===== src/rtl/xbsg_pkg.sv =====
package xbsg_pkg;

  // Per machine-cycle control context, captured at phase 0.
  typedef struct packed {
    logic ext_exec;
    logic xdata;
    logic code_rd;
    logic ale_dis;
  } cyc_ctx_t;

  // Address pulse allowed in this cycle: disable bit only bites while
  // running from internal code, and external moves/table reads override it.
  function automatic logic ale_allowed(cyc_ctx_t c);
    return !(c.ale_dis && !c.ext_exec) || c.xdata || c.code_rd;
  endfunction

  // Read strobe allowed in this cycle.
  function automatic logic psen_allowed(cyc_ctx_t c);
    return c.ext_exec && !c.xdata;
  endfunction

endpackage


===== src/rtl/xbsg_window.sv =====
// Decodes a contiguous phase window [START, START+LEN-1].
module xbsg_window #(
  parameter int PH_W  = 4,
  parameter int START = 0,
  parameter int LEN   = 2
) (
  input  logic [PH_W-1:0] phase_i,
  output logic            hit_o
);
  localparam int LAST = START + LEN - 1;

  int ph;
  always_comb begin
    ph    = int'(phase_i);
    hit_o = (ph >= START) && (ph <= LAST);
  end
endmodule


===== src/rtl/xbsg_ctx_latch.sv =====
// Holds the control context for the running machine cycle.
module xbsg_ctx_latch
  import xbsg_pkg::*;
#(
  parameter int PH_W = 4
) (
  input  logic            clk,
  input  logic            rst,
  input  logic [PH_W-1:0] phase_i,
  input  cyc_ctx_t        ctx_in,
  output cyc_ctx_t        ctx_cur
);
  cyc_ctx_t ctx_q;
  logic     cyc_start;

  assign cyc_start = (phase_i == '0);

  always_ff @(posedge clk) begin
    if (rst) begin
      ctx_q <= '0;
    end else if (cyc_start) begin
      ctx_q <= ctx_in;
    end
  end

  // At phase 0 the fresh inputs already govern the cycle.
  assign ctx_cur = cyc_start ? ctx_in : ctx_q;
endmodule


===== src/rtl/xbsg_ale_unit.sv =====
// Address latch pulse generation with data-cycle skip and disable gating.
module xbsg_ale_unit
  import xbsg_pkg::*;
#(
  parameter int PH_W      = 4,
  parameter int N_SLOTS   = 2,
  parameter int SLOT_LEN  = 6,
  parameter int ALE_W     = 2,
  parameter int SKIP_SLOT = 1
) (
  input  logic            clk,
  input  logic            rst,
  input  logic [PH_W-1:0] phase_i,
  input  cyc_ctx_t        ctx,
  output logic            ale_o,
  output logic            weak_pu_o
);
  logic [N_SLOTS-1:0] slot_hit;
  logic [N_SLOTS-1:0] slot_en;
  logic               gate;

  assign gate = ale_allowed(ctx);

  for (genvar k = 0; k < N_SLOTS; k++) begin : g_slot
    localparam bit IS_SKIP = (k == SKIP_SLOT);
    xbsg_window #(
      .PH_W (PH_W),
      .START(k * SLOT_LEN),
      .LEN  (ALE_W)
    ) u_win (
      .phase_i(phase_i),
      .hit_o  (slot_hit[k])
    );
    assign slot_en[k] = gate && !(IS_SKIP && ctx.xdata);
  end

  always_ff @(posedge clk) begin
    if (rst) begin
      ale_o     <= 1'b0;
      weak_pu_o <= 1'b0;
    end else begin
      ale_o     <= |(slot_hit & slot_en);
      weak_pu_o <= !gate;
    end
  end
endmodule


===== src/rtl/xbsg_psen_unit.sv =====
// Program store read strobe: one active-low window per half cycle.
module xbsg_psen_unit
  import xbsg_pkg::*;
#(
  parameter int PH_W     = 4,
  parameter int N_SLOTS  = 2,
  parameter int SLOT_LEN = 6,
  parameter int PSEN_OFS = 3,
  parameter int PSEN_W   = 3
) (
  input  logic            clk,
  input  logic            rst,
  input  logic [PH_W-1:0] phase_i,
  input  cyc_ctx_t        ctx,
  output logic            psen_n_o
);
  logic [N_SLOTS-1:0] win_hit;

  for (genvar k = 0; k < N_SLOTS; k++) begin : g_win
    xbsg_window #(
      .PH_W (PH_W),
      .START(k * SLOT_LEN + PSEN_OFS),
      .LEN  (PSEN_W)
    ) u_win (
      .phase_i(phase_i),
      .hit_o  (win_hit[k])
    );
  end

  always_ff @(posedge clk) begin
    if (rst) begin
      psen_n_o <= 1'b1;
    end else begin
      psen_n_o <= !(psen_allowed(ctx) && (|win_hit));
    end
  end
endmodule


===== src/rtl/xbus_strobe_gen.sv =====
module xbus_strobe_gen
  import xbsg_pkg::*;
#(
  parameter int CYC_LEN  = 12,
  parameter int N_SLOTS  = 2,
  parameter int ALE_W    = 2,
  parameter int PSEN_OFS = 3,
  parameter int PSEN_W   = 3,
  parameter int PH_W     = $clog2(CYC_LEN + 4)
) (
  input  logic            clk,
  input  logic            rst,
  input  logic [PH_W-1:0] phase_i,
  input  logic            ext_exec_i,
  input  logic            xdata_i,
  input  logic            code_rd_i,
  input  logic            ale_dis_i,
  output logic            ale_o,
  output logic            psen_n_o,
  output logic            ale_weak_pu_o
);
  localparam int SLOT_LEN  = CYC_LEN / N_SLOTS;
  localparam int SKIP_SLOT = N_SLOTS - 1;

  cyc_ctx_t ctx_in;
  cyc_ctx_t ctx_cur;

  assign ctx_in = '{ext_exec: ext_exec_i, xdata: xdata_i,
                    code_rd: code_rd_i, ale_dis: ale_dis_i};

  xbsg_ctx_latch #(.PH_W(PH_W)) u_ctx (
    .clk    (clk),
    .rst    (rst),
    .phase_i(phase_i),
    .ctx_in (ctx_in),
    .ctx_cur(ctx_cur)
  );

  xbsg_ale_unit #(
    .PH_W     (PH_W),
    .N_SLOTS  (N_SLOTS),
    .SLOT_LEN (SLOT_LEN),
    .ALE_W    (ALE_W),
    .SKIP_SLOT(SKIP_SLOT)
  ) u_ale (
    .clk      (clk),
    .rst      (rst),
    .phase_i  (phase_i),
    .ctx      (ctx_cur),
    .ale_o    (ale_o),
    .weak_pu_o(ale_weak_pu_o)
  );

  xbsg_psen_unit #(
    .PH_W    (PH_W),
    .N_SLOTS (N_SLOTS),
    .SLOT_LEN(SLOT_LEN),
    .PSEN_OFS(PSEN_OFS),
    .PSEN_W  (PSEN_W)
  ) u_psen (
    .clk     (clk),
    .rst     (rst),
    .phase_i (phase_i),
    .ctx     (ctx_cur),
    .psen_n_o(psen_n_o)
  );
endmodule


===== config.mk =====
export PLATFORM = sky130hd
export DESIGN_NAME = xbus_strobe_gen
export DESIGN_NICKNAME = d
export VERILOG_FILES = /design/src/rtl/xbsg_pkg.sv /design/src/rtl/xbsg_window.sv /design/src/rtl/xbsg_ctx_latch.sv /design/src/rtl/xbsg_ale_unit.sv /design/src/rtl/xbsg_psen_unit.sv /design/src/rtl/xbus_strobe_gen.sv
export SDC_FILE = /design/constraint.sdc
export NUM_CORES = 1
export LEC_CHECK = 0
export BUFFER_PORTS_ARGS = -buffer_cell sky130_fd_sc_hd__clkbuf_2
export CAP_MARGIN = 20
export CORE_AREA = 2 2 39 41
export DETAILED_ROUTE_END_ITERATION = 12
export DIE_AREA = 0 0 41 43
export GPL_TIMING_DRIVEN = 1
export MAX_ROUTING_LAYER = met4
export PLACE_DENSITY = 0.55
export REMOVE_ABC_BUFFERS = 1
export SLEW_MARGIN = 20
export SYNTH_ARGS = -nofsm -noshare
export SYNTH_HDL_FRONTEND = slang
export SYNTH_SLANG_ARGS = --single-unit

===== constraint.sdc =====
create_clock -name clk -period 3.1 [get_ports clk]
set_clock_uncertainty 0.15 [all_clocks]
set_input_delay 0.775 -clock clk [delete_from_list [all_inputs] [get_ports clk]]
set_output_delay 0.775 -clock clk [all_outputs]
set_load 0.01 [all_outputs]

### Word level (Yosys, flattened, before mapping)

Index checks and enable logic that the tools add are counted.

| word-level totals | value |
|---|---|
| flip-flop bits (word level) | 7 |
| bits in latches | 0 |
| RAM bits | 0 |
| ROM bits | 0 |
| bits of input ports | 10 |
| output and inout port bits | 3 |
| logic and storage cells | 33 |
| memories | 0 |

| operators by class | value |
|---|---|
| add/subtract/negate cells | 0 |
| multiply operators | 0 |
| div/mod/pow operators | 0 |
| magnitude comparators | 7 |
| equality and inequality tests | 0 |
| shifts and indexed selects | 0 |
| muxes and demuxes | 1 |
| bitwise gates (word level) | 1 |
| reduce and logical (&&, ||, !) cells | 17 |

Operator list:

| kind | number |
|---|---|
| 4-bit by 3-bit less-or-equal comparator with 1-bit output, second input constant | 2 |
| 1-bit logical AND | 7 |
| 1-bit logical NOT | 5 |
| 4-bit by 2-bit greater-or-equal comparator with 1-bit output, second input constant | 1 |
| 4-bit by 3-bit greater-or-equal comparator with 1-bit output, second input constant | 1 |
| 4-bit greater-or-equal comparator, second input constant | 1 |
| 4-bit by 1-bit less-or-equal comparator with 1-bit output, second input constant | 1 |
| 4-bit less-or-equal comparator, second input constant | 1 |
| 4-bit logical NOT | 1 |
| 4-bit 2-to-1 mux | 1 |
| 2-bit OR reduction | 2 |
| 2-bit AND | 1 |
| 1-bit logical OR | 2 |

### Logic depth before layout (Yosys ltp)

| logic depth | value |
|---|---|
| depth in word-level cells | 10 |
| mapped depth | 3 |
| gate-level depth less buffers | 3 |

### Cells and area by module

From an unflattened synthesis, not the netlist that was laid out.

| unflattened totals | value |
|---|---|
| cells, all modules | 38 |
| area total of the unflattened synthesis | 404.1 µm² |

By module, submodules not included:

| module | times used | cells each | area an instance (µm²) | sequential area each (µm²) |
|---|---|---|---|---|
| xbsg_ctx_latch | 1 | 21 | 236.5 | 80.1 |
| xbsg_ale_unit | 1 | 7 | 78.8 | 40.0 |
| xbsg_psen_unit | 1 | 3 | 31.3 | 20.0 |
| xbsg_window (u_psen.g_win[0].u_win) | 1 | 3 | 22.5 | 0.0 |
| xbsg_window (u_psen.g_win[1].u_win) | 1 | 2 | 16.3 | 0.0 |
| xbsg_window (u_ale.g_slot[0].u_win) | 1 | 1 | 10.0 | 0.0 |
| xbsg_window (u_ale.g_slot[1].u_win) | 1 | 1 | 8.8 | 0.0 |

### Least setup slack after synthesis

OpenSTA, ideal clock, no wires.

| timing path | value |
|---|---|
| path kind | input to register |
| start point | input phase_i[1] |
| end point | register u_psen.psen_n_o |
| setup time | 0.134 ns |
| data arrival time | 1.783 ns |
| required time | 2.816 ns |
| slack | 1.033 ns |
| stages | 3 |
| buffers on the path | 0 |
| cell sequence | nor4_4 -> mux2i_1 -> or4_1 |

| between the ends | value |
|---|---|
| cells in the longest elaborated chain, start to end | 6 |
| elaborated cells on any way between the ends | 13 |
| classes of those cells | order compare (4); mux (1); reduce/logical (8) |

RTL lines:

| what | RTL line | RTL |
|---|---|---|
| start, declared | xbus_strobe_gen.sv:13 | `input logic [PH_W-1:0] phase_i,` |
| parallel branches: the longest is 4 deep, another holds 4-bit greater-or-equal comparator | -- |  |
| 1-bit logical AND * | xbsg_psen_unit.sv:34 | `psen_n_o <= !(psen_allowed(ctx) && (\|win_hit));` |
| 1-bit logical NOT * | xbsg_psen_unit.sv:34 |  |
| end signal, assigned | xbsg_psen_unit.sv:34 |  |
| end, declared | xbsg_psen_unit.sv:15 | `output logic psen_n_o` |

Every way passes the cells marked *.
A chain may end at the register's enable or synchronous reset.

### Final worst setup path

Same ends and word-level chain as after synthesis.

==> results.json <==
{
  "run_status": "finished clean",
  "layout.core_utilization": 0.2966,
  "time_the_worst_path_needs_with_i_o_delays_and_setup_ns": 2.037,
  "ys_top_cells_by_area": "sky130_fd_sc_hd__dfxtp_1, sky130_fd_sc_hd__mux2i_1, sky130_fd_sc_hd__nor2_1",
  "die_w_um": 41,
  "ir_drop_mv": 0.2397,
  "timing.critical_path.cells": "clkbuf_2, nor4_4, mux2i_1, or4_1",
  "min_period_over_period": 0.6571,
  "die-area_um2": 1763,
  "clk_path_buf_depth": 2,
  "clkSlewWorstSetupHoldPaths_ns": 0.05,
  "timing_worst_slew_pin_value_ns": 0.4365,
  "cp_data_required_time_ns": 3.07,
  "first_pass_iters": 2,
  "tritoncts.num_buffers": 3,
  "ctsHoldBuffers": 0,
  "wl_per_cell_um": 9.100,
  "clock_root_buffer": "sky130_fd_sc_hd__clkbuf_4",
  "layout.filler_cells": 145,
  "nets": 55,
  "io_buffer_count": 12,
  "min_path_type": "reg2reg",
  "maxSlewViolCount": 0,
  "post_synth.cell_area_avg_um2": 10.86,
  "antenna_left": 0,
  "number_of_global_route_vias_before_repair": 231,
  "drive_above_1_share": 0.3864,
  "grt_start_max_net_pins": 8,
  "gr-max-usage-layer": "met2",
  "final.setup.tns_ns": 0,
  "critical_path.startpoint_type": "input port",
  "drt_wl_total_um": 546,
  "worstPathMaxFanout": 5,
  "clock-sinks": 7,
  "critical_path_slowest_stage_cell": "sky130_fd_sc_hd__nor4_4",
  "synthFlopType": "sky130_fd_sc_hd__dfxtp_1",
  "report.final.setup_viol": 0,
  "die_h_um": 43,
  "globalRouteMet2Util": 0.1125,
  "cap_viol_max_count": 0,
  "grt_first_pass_wirelength_um": 952,
  "synth_seq_area_share": 0.4609,
  "critical_path_arrival_ns": 2.01,
  "cellPowerDensity_nw_per_um2": 472.9,
  "post-synth-top-area-fraction": 0.4609,
  "initial_core_utilization": 0.2197,
  "synth_enable_flop_cells": 0,
  "grt_use_total": 0.08857,
  "post_cts_resized": 0,
  "timing.final.hold_violations": 0,
  "static-leakage-power_nw": 0.1654,
  "routed-via-count": 266,
  "synthesis.instances": 28,
  "synthDominantAreaCellType": "sky130_fd_sc_hd__dfxtp_1",
  "fmax_mhz": 490.9,
  "synth-warning-count": 0,
  "worstSetupEndpointType": "register",
  "max-slew-margin-rel": 0.7068,
  "num_antenna_cells": 0,
  "avgViaCountPerCell": 4.433,
  "drc_errors": 0,
  "synth.cell_area_um2": 304.0,
  "htree_levels": 1,
  "antenna_found_initial": 0,
  "clock_tree_from_tritoncts": "done",
  "rsz0062_at_grt": "no",
  "num_rows": 14,
  "async_flop_share": 0,
  "synthToLayoutAreaGrowth_pct": 34.98,
  "timing.hold.ws_ns": 0.3386,
  "synth.lib_cells_used.distinct": 11,
  "postSynthRegisterBits": 7,
  "core_um2": 1384,
  "synthMostInstantiatedCell": "sky130_fd_sc_hd__dfxtp_1",
  "criticalPathCategory": "in2reg",
  "grt_use_met3": 0.07853,
  "slowest_delay_ns": 0.47,
  "detailedRoute.firstIterationViolations": 3,
  "clk_latency_ns": 0.25,
  "place.gp.congestion": 0.7037,
  "synth.cells.most_frequent": "sky130_fd_sc_hd__dfxtp_1, sky130_fd_sc_hd__nor2_1, sky130_fd_sc_hd__mux2i_1, sky130_fd_sc_hd__nor2b_1, sky130_fd_sc_hd__nor4b_1",
  "globalRouteOverflowTotal": 0,
  "postCtsSetupBuffers": 0,
  "grtUsageMet1": 0.09355,
  "i_o_pin_total": 13
}
[per-layer routing]
| metal | part of all wire | up-vias |
|---|---|---|
| li1 | - | 137 |
| met1 | 0.44 | 120 |
| met2 | 0.46 | 9 |
| met3 | 0.10 | 0 |
| met4 | 0 | 0 |
| met5 | 0 | - |
[cell families after synthesis]
family,count (synthesis),share of synthesized area
AO/OA/AOI/OAI,1,0.01645
adder cells (fa/ha/maj),1,0.03292
flip-flops,7,0.4609
multiplexers,6,0.2017
AND/OR/NAND/NOR,13,0.2881
[through the flow]
step                      cell area (µm²)  power (W)  std cells  setup WS (ns)
after global routing                410.4  0.0002096         60          1.000
final                               410.4  0.0001941         60          1.063
after global placement              384.1  0.0001156         56         0.8226
after CTS                           410.4  0.0001987         60          1.047
after floorplan                     304.0  0.0001031         28          1.033
after detailed placement            384.1  0.0001157         56         0.7904
[registers in the layout (all words and copies together), names as in the netlist]
signal,flops
u_ale.ale_o,1
u_ale.weak_pu_o,1
u_ctx.ctx_q,4
u_psen.psen_n_o,1
[area by class of cell]
| type | count | area (µm²) | area share |
|---|---|---|---|
| clock buffer | 4 | 26.28 | 0.06402 |
| multi-input combinational | 21 | 163.9 | 0.3994 |
| sequential | 7 | 140.1 | 0.3415 |
| tap | 16 | 20.02 | 0.04878 |
| timing repair buffer | 12 | 60.06 | 0.1463 |
[cells in the final DEF (no fill, tap or decap)]
cell	n
sky130_fd_sc_hd__clkbuf_1	1
sky130_fd_sc_hd__maj3_1	1
sky130_fd_sc_hd__mux2i_1	5
sky130_fd_sc_hd__nor2b_1	2
sky130_fd_sc_hd__a21oi_1	1
sky130_fd_sc_hd__nor2_1	6
sky130_fd_sc_hd__nor4_4	1
sky130_fd_sc_hd__nor4_1	1
sky130_fd_sc_hd__clkbuf_4	3
sky130_fd_sc_hd__clkbuf_2	12
sky130_fd_sc_hd__nor4b_1	2
sky130_fd_sc_hd__or4_1	1
sky130_fd_sc_hd__mux2_2	1
sky130_fd_sc_hd__dfxtp_1	7
[worst paths after layout]
path,from,endpoint,slack [ns],cells past startpoint
setup / recovery,phase_i[1],u_psen.psen_n_o,1.06,4
hold / removal,u_ctx.ctx_q[0],u_ctx.ctx_q[0],0.34,2
setup reg to reg,u_ctx.ctx_q[2],u_ale.weak_pu_o,1.93,3
hold reg to reg,u_ctx.ctx_q[0],u_ctx.ctx_q[0],0.34,2
[critical path, delay by kind of cell]
kind	cells	cell delay, ns
and+or+nand+nor	2	0.94
buffers and inverters	1	0.13
muxes	1	0.16
[where the power goes]
| group | internal, W | switching [W] | leakage [nW] |
|---|---|---|---|
| Clock | 0.0000490 | 0.0000316 | 0.0150 |
| Combinational | 0.0000100 | 0.0000105 | 0.0937 |
| Sequential | 0.0000922 | 0.000000804 | 0.0567 |
No activity file was read; power rests on OpenSTA's default activity.
